**src/rtl/sysbus_dec_pkg.sv**
```systemverilog
package sysbus_dec_pkg;
  localparam int AW       = 24;   // byte address width
  localparam int WIN_W    = 20;   // bits inside one coarse region
  localparam int LOCAL_W  = 16;   // bits kept for RAM and port targets
  localparam int BEAT_W   = 16;   // data width of one beat
  localparam int NTGT     = 16;   // number of decoded targets

  localparam logic [1:0] SZ_BYTE = 2'd0;
  localparam logic [1:0] SZ_WORD = 2'd1;
  localparam logic [1:0] SZ_LONG = 2'd2;

  localparam int T_PROM  = 0;
  localparam int T_RAM   = 1;
  localparam int T_BIOS  = 2;
  localparam int T_SRAM  = 3;
  localparam int T_PAL   = 4;
  localparam int T_VIDEO = 5;
  localparam int T_CTL1  = 6;
  localparam int T_CTL2  = 7;
  localparam int T_CTL3  = 8;
  localparam int T_COIN  = 9;
  localparam int T_CARD  = 10;
  localparam int T_CLOCK = 11;
  localparam int T_SOUND = 12;
  localparam int T_SETUP = 13;
  localparam int T_BANKW = 14;
  localparam int T_WDOG  = 15;

  localparam logic [BEAT_W-1:0] OB_BYTE = 16'h00FF;
  localparam logic [BEAT_W-1:0] OB_WORD = 16'hF0F0;
  localparam logic [BEAT_W-1:0] OB_LONG = 16'hFF00;

  localparam logic [LOCAL_W-1:0] KICK_LOW  = 16'h0001;
  localparam logic [AW-1:0]      BANK_HIGH = 24'h100000;
  localparam longint             WIN_BYTES = longint'(1) << WIN_W;
endpackage

```
**src/rtl/sysbus_bank_base.sv**
```systemverilog
module sysbus_bank_base
  import sysbus_dec_pkg::*;
#(
  parameter int ROM_BYTES = 2 * 1024 * 1024
) (
  input  logic          clk,
  input  logic          rst_n,
  input  logic          load,
  input  logic [AW-1:0] value,
  output logic [AW-1:0] base
);
  localparam logic [AW-1:0] BASE_RST = (longint'(ROM_BYTES) > WIN_BYTES) ? BANK_HIGH : '0;

  always_ff @(posedge clk) begin
    if (!rst_n)    base <= BASE_RST;
    else if (load) base <= value;
  end
endmodule

```
**src/rtl/sysbus_region_decode.sv**
```systemverilog
module sysbus_region_decode
  import sysbus_dec_pkg::*;
(
  input  logic [AW-1:0]     addr,
  input  logic [1:0]        size,
  input  logic              wr,
  input  logic [AW-1:0]     bank,
  output logic [NTGT-1:0]   sel,
  output logic [AW-1:0]     offset,
  output logic [BEAT_W-1:0] obus
);
  logic [3:0]    region, sub;
  logic [AW-1:0] win_off, loc_off;

  assign region  = addr[AW-1 -: 4];
  assign sub     = addr[AW-5 -: 4];
  assign win_off = {{(AW-WIN_W){1'b0}}, addr[WIN_W-1:0]};
  assign loc_off = {{(AW-LOCAL_W){1'b0}}, addr[LOCAL_W-1:0]};

  always_comb begin
    sel = '0;
    case (region)
      4'h0: if (!wr) sel[T_PROM] = 1'b1;
      4'h1: sel[T_RAM] = 1'b1;
      4'h2: begin
        if (!wr)              sel[T_PROM]  = 1'b1;
        else if (sub == 4'hF) sel[T_BANKW] = 1'b1;
      end
      4'h3: begin
        if (wr) begin
          case (sub)
            4'hC: sel[T_VIDEO] = 1'b1;
            4'h8: sel[T_CLOCK] = 1'b1;
            4'h2: sel[T_SOUND] = 1'b1;
            4'hA: sel[T_SETUP] = 1'b1;
            4'h0: if (size == SZ_BYTE && addr[LOCAL_W-1:0] == KICK_LOW) sel[T_WDOG] = 1'b1;
            default: ;
          endcase
        end else begin
          case (sub)
            4'hC: sel[T_VIDEO] = 1'b1;
            4'h0: sel[T_CTL1]  = 1'b1;
            4'h4: sel[T_CTL2]  = 1'b1;
            4'h8: sel[T_CTL3]  = 1'b1;
            4'h2: sel[T_COIN]  = 1'b1;
            default: ;
          endcase
        end
      end
      4'h4: if (sub == 4'h0) sel[T_PAL]  = 1'b1;
      4'h8: if (sub == 4'h0) sel[T_CARD] = 1'b1;
      4'hC: if (!wr && sub <= 4'h1) sel[T_BIOS] = 1'b1;
      4'hD: if (sub == 4'h0) sel[T_SRAM] = 1'b1;
      default: ;
    endcase
  end

  always_comb begin
    if (sel[T_PROM])      offset = (region == 4'h2) ? bank + win_off : win_off;
    else if (sel[T_BIOS]) offset = win_off;
    else if (|sel)        offset = loc_off;
    else                  offset = '0;
  end

  always_comb begin
    obus = '0;
    if (!wr && sel == '0) begin
      case (size)
        SZ_BYTE: obus = OB_BYTE;
        SZ_LONG: obus = OB_LONG;
        default: obus = OB_WORD;
      endcase
    end
  end
endmodule

```
**src/rtl/sysbus_beat_stage.sv**
```systemverilog
module sysbus_beat_stage
  import sysbus_dec_pkg::*;
(
  input  logic              clk,
  input  logic              rst_n,
  input  logic              in_valid,
  output logic              in_ready,
  input  logic [AW-1:0]     in_addr,
  input  logic [1:0]        in_size,
  input  logic              in_wr,
  input  logic [2*BEAT_W-1:0] in_wdata,
  output logic [AW-1:0]     dec_addr,
  output logic [1:0]        dec_size,
  output logic              dec_wr,
  input  logic [NTGT-1:0]   dec_sel,
  input  logic [AW-1:0]     dec_offset,
  input  logic [BEAT_W-1:0] dec_obus,
  output logic              out_valid,
  input  logic              out_ready,
  output logic [NTGT-1:0]   out_sel,
  output logic [AW-1:0]     out_offset,
  output logic              out_wr,
  output logic [1:0]        out_size,
  output logic [BEAT_W-1:0] out_wdata,
  output logic [BEAT_W-1:0] out_obus,
  output logic              out_last
);
  localparam logic [AW-1:0] HALF_STEP = AW'(BEAT_W / 8);

  logic              pend_q, pend_wr_q;
  logic [AW-1:0]     pend_addr_q;
  logic [1:0]        pend_size_q;
  logic [BEAT_W-1:0] pend_wdata_q, beat_wdata;
  logic              advance, is_long;

  assign advance  = !out_valid || out_ready;
  assign in_ready = !pend_q && advance;
  assign is_long  = (in_size == SZ_LONG);

  assign dec_addr = pend_q ? pend_addr_q : in_addr;
  assign dec_size = pend_q ? pend_size_q : in_size;
  assign dec_wr   = pend_q ? pend_wr_q   : in_wr;

  always_comb begin
    if (pend_q)      beat_wdata = pend_wdata_q;
    else if (!in_wr) beat_wdata = '0;
    else if (is_long) beat_wdata = in_wdata[2*BEAT_W-1:BEAT_W];
    else             beat_wdata = in_wdata[BEAT_W-1:0];
  end

  always_ff @(posedge clk) begin
    if (!rst_n) begin
      out_valid    <= 1'b0;
      out_sel      <= '0;
      out_offset   <= '0;
      out_wr       <= 1'b0;
      out_size     <= SZ_BYTE;
      out_wdata    <= '0;
      out_obus     <= '0;
      out_last     <= 1'b0;
      pend_q       <= 1'b0;
      pend_wr_q    <= 1'b0;
      pend_addr_q  <= '0;
      pend_size_q  <= SZ_BYTE;
      pend_wdata_q <= '0;
    end else if (advance) begin
      if (pend_q || in_valid) begin
        out_valid  <= 1'b1;
        out_sel    <= dec_sel;
        out_offset <= dec_offset;
        out_wr     <= dec_wr;
        out_size   <= dec_size;
        out_wdata  <= beat_wdata;
        out_obus   <= dec_obus;
      end else begin
        out_valid  <= 1'b0;
      end
      if (pend_q) begin
        out_last <= 1'b1;
        pend_q   <= 1'b0;
      end else if (in_valid) begin
        out_last <= !is_long;
        if (is_long) begin
          pend_q       <= 1'b1;
          pend_addr_q  <= in_addr + HALF_STEP;
          pend_size_q  <= in_size;
          pend_wr_q    <= in_wr;
          pend_wdata_q <= in_wr ? in_wdata[BEAT_W-1:0] : '0;
        end
      end
    end
  end
endmodule

```
**src/rtl/sysbus_addr_decoder.sv**
```systemverilog
module sysbus_addr_decoder
  import sysbus_dec_pkg::*;
#(
  parameter int ROM_BYTES = 2 * 1024 * 1024
) (
  input  logic              clk,
  input  logic              rst_n,
  input  logic              in_valid,
  output logic              in_ready,
  input  logic [AW-1:0]     in_addr,
  input  logic [1:0]        in_size,
  input  logic              in_wr,
  input  logic [2*BEAT_W-1:0] in_wdata,
  input  logic              bank_load,
  input  logic [AW-1:0]     bank_value,
  output logic              out_valid,
  input  logic              out_ready,
  output logic [NTGT-1:0]   out_sel,
  output logic [AW-1:0]     out_offset,
  output logic              out_wr,
  output logic [1:0]        out_size,
  output logic [BEAT_W-1:0] out_wdata,
  output logic [BEAT_W-1:0] out_obus,
  output logic              out_last
);
  logic [AW-1:0]     bank_base, dec_addr, dec_offset;
  logic [1:0]        dec_size;
  logic              dec_wr;
  logic [NTGT-1:0]   dec_sel;
  logic [BEAT_W-1:0] dec_obus;

  sysbus_bank_base #(.ROM_BYTES(ROM_BYTES)) u_bank (
    .clk(clk), .rst_n(rst_n), .load(bank_load), .value(bank_value), .base(bank_base)
  );

  sysbus_region_decode u_dec (
    .addr(dec_addr), .size(dec_size), .wr(dec_wr), .bank(bank_base),
    .sel(dec_sel), .offset(dec_offset), .obus(dec_obus)
  );

  sysbus_beat_stage u_stage (
    .clk(clk), .rst_n(rst_n),
    .in_valid(in_valid), .in_ready(in_ready), .in_addr(in_addr),
    .in_size(in_size), .in_wr(in_wr), .in_wdata(in_wdata),
    .dec_addr(dec_addr), .dec_size(dec_size), .dec_wr(dec_wr),
    .dec_sel(dec_sel), .dec_offset(dec_offset), .dec_obus(dec_obus),
    .out_valid(out_valid), .out_ready(out_ready), .out_sel(out_sel),
    .out_offset(out_offset), .out_wr(out_wr), .out_size(out_size),
    .out_wdata(out_wdata), .out_obus(out_obus), .out_last(out_last)
  );
endmodule

```
**config.mk**
```make
export PLATFORM = sky130hd
export DESIGN_NAME = sysbus_addr_decoder
export DESIGN_NICKNAME = d
export VERILOG_FILES = /design/src/rtl/sysbus_dec_pkg.sv /design/src/rtl/sysbus_bank_base.sv /design/src/rtl/sysbus_region_decode.sv /design/src/rtl/sysbus_beat_stage.sv /design/src/rtl/sysbus_addr_decoder.sv
export SDC_FILE = /design/constraint.sdc
export NUM_CORES = 1
export LEC_CHECK = 0
export ABC_AREA = 0
export BUFFER_PORTS_ARGS = -buffer_cell sky130_fd_sc_hd__clkbuf_2
export CAP_MARGIN = 20
export CORE_UTILIZATION = 35
export CTS_BUF_LIST = sky130_fd_sc_hd__clkbuf_16
export DETAILED_ROUTE_END_ITERATION = 8
export GPL_ROUTABILITY_DRIVEN = 1
export PLACE_DENSITY = 0.59
export SYNTH_ARGS = -nofsm -noshare
export SYNTH_HDL_FRONTEND = slang
export SYNTH_SLANG_ARGS = --single-unit
export TNS_END_PERCENT = 10
```
**constraint.sdc**
```tcl
create_clock -name clk -period 5.5 [get_ports clk]
set_input_delay 0.275 -clock clk [delete_from_list [all_inputs] [get_ports clk]]
set_output_delay 0.275 -clock clk [all_outputs]
set_load 0.01 [all_outputs]
```
==> results of run 1 <==
-- cells in the final DEF (no fill, tap or decap), types with 12 or more instances in the layout --
master	instances
sky130_fd_sc_hd__a211oi_1	29
sky130_fd_sc_hd__a21oi_1	70
sky130_fd_sc_hd__a221oi_1	24
sky130_fd_sc_hd__and3_1	12
sky130_fd_sc_hd__clkbuf_16	17
sky130_fd_sc_hd__clkbuf_2	165
sky130_fd_sc_hd__dfxtp_1	132
sky130_fd_sc_hd__ha_1	21
sky130_fd_sc_hd__inv_1	12
sky130_fd_sc_hd__mux2_2	17
sky130_fd_sc_hd__mux2i_1	28
sky130_fd_sc_hd__nand2_1	119
sky130_fd_sc_hd__nand3_1	48
sky130_fd_sc_hd__nor2_1	111
sky130_fd_sc_hd__nor3_1	33
sky130_fd_sc_hd__o21ai_0	34
sky130_fd_sc_hd__xnor2_1	14
sky130_fd_sc_hd__xor2_1	17
-- state kept, by name (all words and copies together), names as in the netlist, 2 cells and up --
register	cells
u_stage.out_sel	16
u_stage.pend_addr_q	24
u_bank.base	24
u_stage.out_size	2
u_stage.out_wdata	16
u_stage.pend_wdata_q	16
u_stage.out_offset	24
u_stage.pend_size_q	2
u_stage.out_obus	4
-- how the worst min path moves through the flow --
stage / endpoint / slack [ns] / cells past startpoint
6_report: u_bank.base[20] / 0.08 / 3
3_3_place_gp: u_stage.pend_addr_q[0] / 0.44 / 2
2_1_floorplan: u_stage.pend_addr_q[1] / 0.37 / 1
4_1_cts: u_bank.base[22] / 0.07 / 3
5_1_grt: u_bank.base[19] / 0.08 / 3
3_5_place_dp: u_stage.pend_wdata_q[12] / 0.44 / 2
-- per-stage QoR --
step / setup slack, ns / instances
floorplan: 1.53 / 942
global placement: 1.59 / 1312
detailed placement: 1.56 / 1312
CTS: 1.56 / 1340
global route: 1.27 / 1341
finish: 1.56 / 1341
-- worst min-delay path, delay by kind of cell --
family                 cells  cell delay (ns)
buffers and inverters      1             0.08
multiplexers               1             0.06
AND/OR/NAND/NOR            1             0.06
-- cells by family (layout without fill, tap and decap cells) --
kind of cell | after synthesis | after routing | share of synthesized area, %
simple gates | 398 | 398 | 25.2
compound gates | 223 | 223 | 20.0
flops | 133 | 133 | 35.2
buf+inv | 87 | 211 | 5.52
mux | 48 | 48 | 6.83
xor+xnor | 31 | 31 | 3.59
fa+ha+maj | 22 | 22 | 3.74
-- cell type report --
type / instances / area (µm²)
fill: 2179 / 12200
sequential: 133 / 2660
timing repair buffer: 173 / 886
clock buffer: 17 / 425
inverter: 10 / 38.8
clock inverter: 11 / 75.1
multi-input combinational: 722 / 4500
tap: 275 / 344
-- routing by layer --
metal  vias to the layer above  share of wire, %  GRT usage, %
met2                       209                45          32.3
met4                         2              0.88          5.00
met3                        16               6.9          4.95
li1                       3638                 -             -
met1                      3341                47          28.4
met5                         -             0.058             0
-- where the power goes --
| part | leakage [nW] | internal [mW] | switching (mW) | total, mW |
|---|---|---|---|---|
| Clock | 0.265 | 0.597 | 0.405 | 1.00 |
| Sequential | 1.09 | 1.01 | 0.0354 | 1.05 |
| Combinational | 2.38 | 0.168 | 0.261 | 0.428 |
| Total | 3.73 | 1.78 | 0.701 | 2.48 |
==> impl.org, run 1 <==
** Finish
- Once layout is done, the placed cells without fillers occupy between 8000 and 9000 µm².
- In the final layout, the share of cells above drive strength 1 is between 20% and 30%.
- Post-route core utilization :: a little over two fifths
- The repair_antennas step left the layout with diodes totalling 0.
- Area grow syn2layout :: 18.0%
- Number of nets in the final layout :: approximately 1200

** STA
- Post-route fraction of the period consumed by the critical path :: 71.7%
- Setup Viol. Count Final :: 0
- After routing, the total negative slack on setup checks comes to 0 ns.
- The clock period could shrink to just under 4 ns.
- Headroom to the max-slew limit :: 32.1%
- Fin. max-slew vios :: 0
- Maximum clock skew at final layout :: a little over 0.008 ns
- Final Hold Vio Count :: 0
- F_max :: ~250 MHz
- Slew at the pin closest to its max-slew limit :: approximately 1 ns
- Post-Route Hold Slack :: roughly 0.081 ns
- Setup repair after global routing left no endpoint under its margin.

** Detailed routing
- Remaining number of nets flagged by the antenna check after routing :: 0
- After detailed routing, the number of vias per cell comes to between 5 and 6.
- For this run, the detailed router's first-pass iteration total came to 5.
- Count of unresolved DRC violations after routing :: 0
- In the final routed layout, each cell accounts on average for 16.8 µm.
- Detailed Route Iter0 Violations :: between 400 and 500
- Final wirelength :: 22.5 mm
- For this block, the via count after detailed routing is roughly 7200.

** Floorplan
- The die is about 150 µm wide.
- The total area inside the core boundary comes to about 21000 µm².
- For this design the top-level I/O count stands at approximately 170.
- The die covers 22200 µm².
- The initial utilization of the core area, before any placement, comes to between 30% and 40%.
- The die is around 150 µm tall.
- Number of standard-cell rows in the floorplan :: 53

** Synthesis
- Flops & latches, synth :: around 130
- Counting flops with a built-in enable in the synthesized netlist gives 0.
- Async set-reset flop share out of synthesis :: 0%
- Synth Instances :: around 940
- After synthesis, flip-flops and latches occupy a little over a third of the total area.
- The most used flip-flop cell after synthesis is sky130_fd_sc_hd__dfxtp_1.
- Each instance of the synthesized netlist takes up on average roughly 8 µm².
- Leading post-synthesis cells by cell area :: sky130_fd_sc_hd__dfxtp_1 35%, sky130_fd_sc_hd__nand2_1 5.9%, sky130_fd_sc_hd__nor2_1 5.6%
- Area fraction of the dominant cell type after synthesis :: a little over a third
- The mapped netlist covers around 7600 µm².
- Leading cell type by number of instances after synthesis :: sky130_fd_sc_hd__dfxtp_1
- Counting distinct cell types in the post-synthesis netlist gives 73.
- Syn nets :: 1052
- For this run, the number of Yosys warnings is 0.
- Most instantiated cells after synthesis :: 133 x sky130_fd_sc_hd__dfxtp_1, 119 x sky130_fd_sc_hd__nand2_1, 112 x sky130_fd_sc_hd__nor2_1, 70 x sky130_fd_sc_hd__a21oi_1, 48 x sky130_fd_sc_hd__nand3_1
- Of all cell types, the one taking the most synthesized area is sky130_fd_sc_hd__dfxtp_1.

** Worst hold path
- The startpoint identified for the worst hold timing path is bank_value[20].
- The worst hold path belongs to the class in -> reg.

** Worst setup path
- The largest individual stage delay along the critical path comes from the cell sky130_fd_sc_hd__a2111oi_0.
- At the worst endpoint, the required time is 5.86 ns.
- Worst flop-to-flop path endpoint :: u_stage.out_offset[22]
- Capture point of the worst path :: u_stage.out_offset[22]
- Cell with the most instances on the worst path :: sky130_fd_sc_hd__mux2_2
- The worst setup path is captured at a flop.
- The critical path starts at u_stage.pend_q.
- Data arrives at the worst endpoint at roughly 4.3 ns.
- Across all register-to-register paths, the minimum setup slack is between 1.5 and 2 ns.
- Reg-to-reg critical path startpoint :: u_stage.pend_q
- Worst-path maximum fanout :: between 50 and 60
- By startpoint and endpoint, the worst setup path is classified as reg -> reg.
- On the worst path, the slowest cell contributes a delay of 0.68 ns.
- STA classifies the critical path startpoint as a flop.
- Together, buffers and inverters on the worst path number 1.
- In this run the number of cells on the critical path is 10.
- Number of cells on the worst reg-to-reg path :: 10
- Ordered list of cells on the worst path :: buf_4 > mux2_2 > ha_1 > a21oi_1 > o211ai_1 > a2111oi_0 > o21ai_0 > a41oi_1 > mux2_2 > nand3_1
- Family of cells with the greatest summed delay on the critical path :: compound AO/OA/AOI/OAI gates

** Clock network
- Number of buffers inserted during clock tree synthesis :: 17
- After clock tree synthesis, the flow added hold-fix buffers numbering 0.
- Clock tree synthesis found a total of 133 sinks.
- Count of buffers added by post-CTS timing repair for setup :: 0
- No sink is reached through more buffers than the 2 on the longest clock path.
- TritonCTS clock tree :: built
- Clock-pin slew was measured on the worst setup and hold paths at 0.06 ns.
- The number of gates resized after CTS was 0.
- In this run the number of H-tree levels came out at 4.
- Cell chosen for the clock root :: sky130_fd_sc_hd__clkbuf_16
- Clk_lat worst skew :: roughly 0.42 ns

** Global routing
- The first global-routing pass estimated around 36 mm of wire.
- Global routing used between 20% and 30% of the available tracks.
- After global routing the overflow that remains totals 0.
- Antenna violations before repair :: 2
- The via count of the first global-routing pass is ~6600.
- Entering global routing, the biggest net connects around 90 pins.

** Placement
- The count of buffers added on input and output ports is 165.
- Routability cong. :: around 0.90
- Placed instance area :: roughly 8400 µm²
- Detailed placement finished with a half-perimeter wire length of 16.4 mm.

** Status
- Result of the run :: finished clean

** Power and ir drop
- Leak Pwr :: 3.73 nW
- Overall power after layout :: approximately 2.5 mW
- PwrDens :: between 200 and 300 nW/µm²
- IR analysis of the VDD net gives a maximum drop of around 0.22 mV.

** Run
- Max-cap check violation count :: 0
Power figures use the tool's default switching activity.
==> inputs of run 2 (changes only) <==
- ABC_AREA: 0 -> 1
- PLACE_DENSITY: 0.59 -> 0.6
- clock period: 5.5 -> 3.5 ns (I/O delays scaled with it)
==> run 2 against run 1 <==
Cell count is 31% higher. Register-to-register slack worse by 1.3 ns. Routed wire length is 25% higher. Clock skew is 0.0080 ns higher. Clock-buffer cell count stayed put. Highest routed layer is now met4.
==> impl.org, run 2 <==
** Status
- The flow ran to the end, and the final reports show no timing, DRC or antenna violations.

** Detailed routing
- The antenna violation net count after detailed routing was 0 (unchanged).
- Detailed Route Iter0 Violations :: 738 (+70%)
- The routed via count is 9115 (+26%).
- The overall routed net length is 28.2 mm (+25%).
- The number of iterations in the first detailed-routing pass is 5 (unchanged).
- The via density per instance came to 5.19 (-3.5%).
- The wire length per cell is 16.0 µm (-4.4%).
- The final routed DRC violation total came to 0 (unchanged).

** Synthesis
- The total standard cell area after synthesis was 8120 µm² (+7.3%).
- Synthesized-area fraction occupied by ao, oa, aoi and oai cells :: 20.5% (+0.48 points)
- Leading cell type by number of instances after synthesis :: sky130_fd_sc_hd__nand2_1
- By area, the combinational part of the netlist is dominated by simple AND/OR/NAND/NOR gates.
- Post-synthesis share of cell area spent on full adders, half adders and majority gates :: 3.48% (-0.25 points)
- Cell taking the most area after synthesis :: sky130_fd_sc_hd__dfxtp_1
- Xor/xnor cell area share of the yosys netlist :: 1.83% (-1.8 points)
- Proportion of synthesized chip area in sequential cells :: 32.8% (-2.4 points)
- The post-synthesis share of cell area spent on and, or, nand and nor gates is 30.4% (+5.2 points).
- The top-area cell type share of the netlist area came to 32.8% (-2.4 points).
- Leading post-synthesis cells by cell area :: sky130_fd_sc_hd__dfxtp_1 33%, sky130_fd_sc_hd__nand2_1 12%, sky130_fd_sc_hd__a21oi_1 9.4%
- The synthesized netlist net count came to 1403 (+33%).
- The multiplexer area fraction after synthesis was 0% (-6.8 points).
- Number of different library cells in the post-synthesis netlist :: 37 (-49%)
- Flops & latches, synth :: 133 (unchanged)
- Async set-reset flop share out of synthesis :: 0% (unchanged)
- Synth Area per Inst :: 6.28 µm² (-22%)
- Synth Instances :: 1293 (+37%)
- Among all flip-flop cells after synthesis, the most frequent one is sky130_fd_sc_hd__dfxtp_1.
- The count of yosys warnings during synthesis came to 0 (unchanged).
- Most instantiated cells after synthesis :: 251 x sky130_fd_sc_hd__nand2_1, 185 x sky130_fd_sc_hd__nor2_1, 152 x sky130_fd_sc_hd__a21oi_1, 135 x sky130_fd_sc_hd__inv_1
- Number of synthesized flops with an enable pin :: 0 (unchanged)

** Global routing
- The final global-route overflow total was 0 (unchanged).
- The overall fraction of global-route tracks in use was 23.8% (+3.2 points).
- The via count of the first global-routing pass is 8331 (+26%).
- Global-route wire length before repair :: 44.5 mm (+24%)
- The initial antenna violation count is 0 (-2).
- Maximum number of pins on one net before global-route repair :: 75 (-18%)

** STA
- The sum of negative setup slack came to 0 ns (unchanged).
- The pin slew with the least headroom to its limit was 0.984 ns (-0.0313 ns).
- The achievable frequency was 309 MHz (+22%).
- The count of endpoints failing hold in the final timing report is 0 (unchanged).
- The tightest slew margin relative to the limit was 33.7% (+1.6 points).
- The final setup skew was 0.0162 ns (+0.00799 ns).
- The clock period minus final worst setup slack came to 3.24 ns (-0.703 ns).
- The worst hold-check slack came to 0.0179 ns (-0.0632 ns).
- Post-route fraction of the period consumed by the critical path :: 92.6% (+21 points)
- Setup repair after global routing left no endpoint under its margin.
- Fin. max-slew vios :: 0 (unchanged)
- The number of setup violations in the final report was 0 (unchanged).

** Finish
- Number of nets in the final layout :: 1569 (+34%)
- Number of antenna repair diodes :: 0 (unchanged)
- Area grow syn2layout :: 24.0%
- The share of layout cells above drive strength 1 is 16.5% (-6.0 points).
- The library cell used most frequently in the layout, excluding fill and tap cells, is sky130_fd_sc_hd__nand2_1.
- In the final layout, the registers with the most flip-flops are u_bank.base (24), u_stage.out_offset (24), u_stage.pend_addr_q (24).
- The top cell types in the final layout, fill and taps aside, are 251 x sky130_fd_sc_hd__nand2_1, 185 x sky130_fd_sc_hd__nor2_1, 165 x sky130_fd_sc_hd__clkbuf_2, 152 x sky130_fd_sc_hd__a21oi_1, 135 x sky130_fd_sc_hd__inv_1.

** Run
- The max-cap check violation count came to 0 (unchanged).

** Power and ir drop
- Part of the power in the clock network :: 43.1% (+2.6 points)
- The internal power component was 3.01 mW (+70%).
- Share of total power in sequential cells :: 37.2% (-5.0 points)
- Peak supply drop :: 0.254 mV (+17%)
- Overall power after layout :: 4.48 mW (+81%)
- Logic pwr share :: 19.8% (+2.5 points)
- The standby leakage power came to 4.80 nW (+29%).
- The net switching power came to 1.47 mW (+110%).
- The switching share of power came to 32.8% (+4.5 points).
- PwrDens :: 445 nW/µm² (+60%)

** Worst hold path
- The min-delay analysis places its worst path in the category in -> reg.
- The cell count of the worst hold path came to 3 (unchanged).

** Clock network
- TritonCTS clock tree :: built
- The number of levels the H-tree was split into is 4 (unchanged).
- Number of buffers inserted during clock tree synthesis :: 17 (unchanged)
- The cell sitting at the root of the clock tree is a sky130_fd_sc_hd__clkbuf_16.
- Count of buffers added by post-CTS timing repair for setup :: 0 (unchanged)
- Number of sinks on the clock net :: 133 (unchanged)
- The clock latency at the later pin of the worst-skew pair was 0.44 ns (+0.02 ns).
- The clock slew seen by the registers of the worst setup and hold paths was 0.07 ns (about the same).
- CTS max path bufs :: 2 (unchanged)

** Placement
- The number of I/O port buffers is 165 (unchanged).
- The last weighted congestion value of the routability-driven placer came to 0.945 (+5.2%).
- The HPWL after detailed placement is 20.7 mm (+26%).

** Floorplan
- The placeable core area came to 22700 µm² (+7.7%).
- Ports placed on the boundary :: 166 (unchanged)
- The effective utilization at floorplan is 35.8% (-0.14 points).
- Area of the die :: 23800 µm² (+7.2%)
- The die outline width came to 154 µm (+3.5%).
- Number of standard-cell rows in the floorplan :: 55 (+3.8%)
- Floorplan die height :: 154 µm (+3.5%)

** Worst setup path
- The number of cells traversed by the worst register-to-register path came to 16 (+6).
- The arrival time reported for the critical path endpoint came to 3.56 ns (-0.75 ns).
- STA classifies the critical path endpoint as a flop.
- Required time of the critical path :: 3.82 ns (-2.04 ns)
- Crit path launch type :: flop
- The setup path with the least slack is of type reg -> reg.
- The largest fanout of any net on the critical path is 27 (-50%).
## run 2: per-layer routing
layer,share of wire (%),up-vias,global-route usage [%]
li1,-,4554,-
met1,47,4210,32.5
met2,45,307,37.9
met3,6.0,44,3.89
met4,2.5,0,8.39
met5,0,-,0
## run 2: cell type report
type                    count  area (µm²)
clock buffers              17         425
clock inverters            15         204
fillers                  2431       12600
inverters                 142         533
multi-input cells         947        4580
flip-flops and latches    133        2660
well taps                 285         357
repair buffers            218        1310
## run 2: power groups by stage
stage	clock, mW	sequential (mW)	combinational, mW
detailed placement	0	1.70	0.842
global route	2.02	1.67	0.988
CTS	1.96	1.66	0.877
floorplan	0	1.70	0.532
global placement	0	1.70	0.840
finish	1.93	1.66	0.886
## run 2: path summary, 6_finish.rpt
check,start,to,slack (ns)
setup reg to reg,u_stage.pend_q,u_stage.out_offset[16],0.26
setup / recovery,u_stage.pend_q,u_stage.out_offset[16],0.26
hold / removal,in_wdata[7],u_stage.pend_wdata_q[7],0.02
hold reg to reg,u_stage.pend_size_q[0],u_stage.pend_size_q[0],0.45
## run 2: through the flow
step                utilization, %  worst slack [ns]  cell area (µm²)  cells
floorplan                        -             0.895             8120   1293
global placement              40.1             0.364             9100   1691
detailed placement            40.1             0.322             9100   1691
CTS                           44.3             0.317            10100   1757
global route                  44.3          0.000565            10100   1757
finish                        44.3             0.259            10100   1757
## run 2: worst max-delay path, cell delays in order, from the launching register on
cell                      delay, ns
sky130_fd_sc_hd__dfxtp_2       0.45
sky130_fd_sc_hd__o21ai_0       0.46
sky130_fd_sc_hd__inv_1         0.14
sky130_fd_sc_hd__ha_1          0.31
sky130_fd_sc_hd__fa_1          0.48
sky130_fd_sc_hd__nand2_1       0.11
sky130_fd_sc_hd__nand3_1       0.07
sky130_fd_sc_hd__nand2_1       0.12
sky130_fd_sc_hd__inv_1         0.09
sky130_fd_sc_hd__a21oi_1       0.23
sky130_fd_sc_hd__inv_1         0.07
sky130_fd_sc_hd__nand2_1       0.09
sky130_fd_sc_hd__nand2_1       0.06
sky130_fd_sc_hd__nand2_1       0.07
sky130_fd_sc_hd__nand3_1       0.08
sky130_fd_sc_hd__a21oi_1       0.23
sky130_fd_sc_hd__nor2_1        0.06
## run 2: timing repair
item / 4_1_cts / 5_1_grt
endpoints found under the setup margin: 0 / 0
hold buffers: 34 / 0
endpoints found under the hold margin: 34 / 0
resized for setup: 0 / 0
## run 2: cell families after synthesis
kind of cell    Yosys count
simple gates            588
buf+inv                 213
flops                   133
compound gates          320
xor+xnor                 17
fa+ha+maj                22
==> inputs of run 3 (changes only) <==
- CORE_ASPECT_RATIO: default -> 0.7
- PLACE_DENSITY: 0.6 -> 0.59
- SYNTH_HIERARCHICAL: default -> 1
==> run 3 against run 2 <==
Die area rose by 11%. Hold slack got worse by 0.0060 ns. Critical endpoint is now u_stage/out_offset[14]. Total power rose by 2.8%.
==> impl.org, run 3 <==
** Status
- The run finished with clean final reports.

** Synthesis
- In the post-synthesis netlist, the cell with the most instances is sky130_fd_sc_hd__nand2_1.
- Synth Instances :: 1481 (+15%)
- Most instantiated cells after synthesis :: 377 x sky130_fd_sc_hd__nand2_1, 276 x sky130_fd_sc_hd__nor2_1, 185 x sky130_fd_sc_hd__inv_1, 145 x sky130_fd_sc_hd__dfxtp_1, 141 x sky130_fd_sc_hd__o21ai_0
- The adder-cell share of the synthesized area is 3.13% (-0.35 points).
- Area fraction of the dominant cell type after synthesis :: 32.2% (-0.62 points)
- Synth Area per Inst :: 6.09 µm² (-3.0%)
- The fraction of registers with async set/reset was 0% (unchanged).
- The synthesized-area fraction occupied by ao, oa, aoi and oai cells was 15.5% (-4.9 points).
- Yosys Warn Count :: 6 (+6)
- The post-synthesis register bit count is 145 (+9.0%).
- The xor-xnor portion of the synthesized cell area came to 1.46% (-0.38 points).
- The share of synthesized area occupied by flip-flops and latches is 32.2% (-0.62 points).
- The synthesized netlist net count was 1591 (+13%).
- The post-synthesis share of cell area spent on and, or, nand and nor gates came to 34.8% (+4.4 points).
- Leading post-synthesis cells by cell area :: sky130_fd_sc_hd__dfxtp_1 32%, sky130_fd_sc_hd__nand2_1 16%, sky130_fd_sc_hd__nor2_1 11%
- The number of enable flip-flop cells after synthesis is 0 (unchanged).
- Mux contribution to synthesized area :: 0% (unchanged)
- Cell taking the most area after synthesis :: sky130_fd_sc_hd__dfxtp_1
- The total standard cell area after synthesis was 9020 µm² (+11%).
- Leading register cell type out of synthesis :: sky130_fd_sc_hd__dfxtp_1
- By area, the combinational part of the netlist is dominated by simple AND/OR/NAND/NOR gates.
- The count of unique library cells instantiated by Yosys was 36 (-2.7%).

** Finish
- The library cells used most frequently in the layout, excluding fill and tap cells, are 377 x sky130_fd_sc_hd__nand2_1, 276 x sky130_fd_sc_hd__nor2_1, 186 x sky130_fd_sc_hd__inv_1, 164 x sky130_fd_sc_hd__clkbuf_2, 144 x sky130_fd_sc_hd__dfxtp_1.
- The utilization of the core after routing came to 43.4% (-0.98 points).
- Compared with the post-synthesis result, the final layout area differs by 20.1%.
- Leaving out fill and tap cells, the most frequent cell in the layout is sky130_fd_sc_hd__nand2_1.
- The largest registers in the layout are u_bank/base (24), u_stage/out_offset (24), u_stage/pend_addr_q (24).
- The share of layout cells above drive strength 1 is 15.4% (-1.2 points).
- Number of nets in the final layout :: 1751 (+12%)
- Number of antenna repair diodes :: 0 (unchanged)
- Number of fill cells in the layout :: 2711 (+12%)

** Detailed routing
- After detailed routing, no signal wire sits above met4.
- Count of unresolved DRC violations after routing :: 0 (unchanged)
- Detailed Route Iter0 Violations :: 908 (+23%)
- The via density per instance is 4.91 (-5.3%).
- Avg WL per Cell :: 15.0 µm (-6.4%)
- The overall routed net length is 29.7 mm (+5.5%).
- Routed wire length on met2 :: 11.5 mm (-9.4%)
- The routed via count is 9721 (+6.6%).
- Remaining number of nets flagged by the antenna check after routing :: 0 (unchanged)
- The total length of routed met3 wires came to 2.41 mm (+42%).
- Router iterations before antenna repair :: 8 (+3)
- Met1 wire length :: 15.4 mm (+17%)

** Run
- The max-cap check violation count is 0 (unchanged).

** Worst setup path
- The worst setup path is launched from a flop.
- Family of cells with the greatest summed delay on the critical path :: compound AO/OA/AOI/OAI gates
- Biggest cell delay along the critical path :: 0.85 ns (+0.37 ns)
- Ordered list of cells on the worst path :: buf_4 > o21ai_0 > inv_1 > nand2_2 > nor2_4 > nand2_1 > o21ai_1 > nor2_2 > nand3_2 > nand2_1 > nand2_1 > o21ai_0 > nor2_1
- Worst-path maximum fanout :: 40 (+48%)
- Crit path capture type :: flop
- The critical path buffer and inverter count was 2 (-1).
- Critical path type :: reg -> reg
- Cell with the most instances on the worst path :: sky130_fd_sc_hd__nand2_1
- The arrival time reported for the critical path endpoint came to 3.56 ns (about the same).
- Slowest cell on the critical path :: sky130_fd_sc_hd__o21ai_0
- The worst endpoint required time is 3.82 ns (about the same).

** Clock network
- Cell chosen for the clock root :: sky130_fd_sc_hd__clkbuf_16
- The clock slew seen by the registers of the worst setup and hold paths is 0.06 ns (about the same).
- The number of levels the H-tree was split into came to 4 (unchanged).
- Post-cts resize count :: 0 (unchanged)
- The number of buffers inserted during clock tree synthesis was 17 (unchanged).
- The number of clock sinks was 145 (+9.0%).
- Count of buffers added by post-CTS timing repair for setup :: 0 (unchanged)
- TritonCTS built the clock tree.
- The clock latency at the later pin of the worst-skew pair is 0.43 ns (about the same).
- CTS max path bufs :: 2 (unchanged)

** Power and ir drop
- The internal power component came to 3.15 mW (+4.5%).
- Switching portion of total power :: 31.7% (-1.1 points)
- Part of the power in the clock network :: 39.0% (-4.1 points)
- The peak supply drop was 0.333 mV (+31%).
- The sequential share of power was 39.8% (+2.6 points).
- Logic pwr share :: 21.3% (+1.5 points)
- The areal power density over the cells came to 425 nW/µm² (-4.4%).
- The standby leakage power is 5.66 nW (+18%).
- The net switching power was 1.46 mW (-0.64%).

** STA
- The sum of negative setup slack was 0 ns (unchanged).
- Setup Viol. Count Final :: 0 (unchanged)
- Fin. max-slew vios :: 0 (unchanged)
- The final critical-path share of the clock period is 92.4% (-0.15 points).
- Post-Route Hold Slack :: 0.0118 ns (-0.00605 ns)
- Headroom to the max-slew limit :: 31.0% (-2.7 points)
- Final Hold Vio Count :: 0 (unchanged)
- The pin slew with the least headroom to its limit was 1.02 ns (+0.0404 ns).
- The achievable frequency was 309 MHz (+0.17%).
- The post-layout worst setup margin was 0.265 ns (+0.00540 ns).
- The final setup skew was 0.00749 ns (-0.00870 ns).
- Setup repair after global routing left no endpoint under its margin.
- The clock period minus final worst setup slack is 3.24 ns (-0.00540 ns).

** Floorplan
- Ports placed on the boundary :: 166 (unchanged)
- Floorplan die height :: 136 µm (-12%)
- Number of standard-cell rows in the floorplan :: 48 (-13%)
- The die area is 26400 µm² (+11%).
- The placeable core area came to 25000 µm² (+10%).
- The effective utilization at floorplan came to 36.1% (+0.36 points).
- X dimension of the die :: 194 µm (+26%)

** Placement
- DP HPWL :: 22.2 mm (+7.0%)
- Setup slack after placement :: 0.430 ns (+0.108 ns)
- Buffers on Ports :: 165 (unchanged)
- The last weighted congestion value of the routability-driven placer is 0.921 (-2.6%).

** Global routing
- The via count of the first global-routing pass was 8563 (+2.8%).
- Global-route wire length before repair :: 46.3 mm (+4.0%)
- The overall fraction of global-route tracks in use came to 22.5% (-1.3 points).
- Congestion Overflow GR :: 0 (unchanged)
- The largest net degree at the start of global routing came to 77 (+2.7%).
- Antenna violations before repair :: 0 (unchanged)

** Worst hold path
- Worst min path class :: in -> reg
## run 3: cell count changes after synthesis, sizes merged, moves of 12 or more
cell,previous run,this run
nand3,99,64
inv,140,189
clkbuf,39,23
dfxtp,133,145
buf,32,49
nand2,257,381
nor2,190,291
a21oi,152,95
## run 3: worst min-delay path: stages
cell                       delay, ns
sky130_fd_sc_hd__clkbuf_2       0.08
sky130_fd_sc_hd__inv_1          0.04
sky130_fd_sc_hd__nand2_1        0.04
sky130_fd_sc_hd__nand2_1        0.05
sky130_fd_sc_hd__nor2_1         0.03
## run 3: routing by layer
metal	global-route usage, %	up-vias
met5	0	-
met2	30.7	343
li1	-	4953
met3	5.33	32
met4	6.00	0
met1	34.5	4393
## run 3: what timing repair did
item | 4_1_cts | 5_1_grt
hold endpoints to repair | 19 | 0
hold buffers | 19 | 0
setup endpoints to repair | 0 | 0
## run 3: cells by family (layout without fill, tap and decap cells)
logic type	after synthesis	after routing
compound gates	269	269
xor+xnor	15	15
fa+ha+maj	22	22
buf+inv	263	436
flops	145	145
simple gates	767	767
## run 3: cell type report
class / instances / area (µm²) / area share, %
Clock buffer: 17 / 425 / 3.93
Clock inverter: 15 / 145 / 1.34
Inverter: 191 / 718 / 6.63
Multi-Input combinational cell: 1073 / 4970 / 45.8
Sequential cell: 145 / 2900 / 26.8
Tap cell: 325 / 407 / 3.75
Timing Repair Buffer: 213 / 1270 / 11.7
## run 3: stage by stage
| stage | instance area, µm² | power, mW | std cells |
|---|---|---|---|
| 6_report | 10800 | 4.60 | 1979 |
| 3_3_place_gp | 10000 | 2.80 | 1927 |
| 2_1_floorplan | 9020 | 2.48 | 1481 |
| 3_5_place_dp | 10000 | 2.81 | 1927 |
| 5_1_grt | 10800 | 4.84 | 1979 |
| 4_1_cts | 10800 | 4.63 | 1978 |
## run 3: worst paths after layout
| kind | from | end | slack [ns] | depth (start not counted) |
|---|---|---|---|---|
| hold reg to reg | u_stage/pend_size_q[0] | u_stage/pend_size_q[0] | 0.45 | 2 |
| setup reg to reg | u_stage/pend_q | u_stage/out_offset[14] | 0.26 | 13 |
| setup / recovery | u_stage/pend_q | u_stage/out_offset[14] | 0.26 | 13 |
| hold / removal | bank_value[16] | u_bank/base[16] | 0.01 | 5 |
## run 3: power by group through the flow
stage	logic (mW)	clock network, mW	registers [mW]
final	0.979	1.79	1.83
after detailed placement	0.945	0	1.87
after global placement	0.937	0	1.87
after global routing	1.10	1.90	1.84
after CTS	0.968	1.83	1.83
after floorplan	0.602	0	1.88
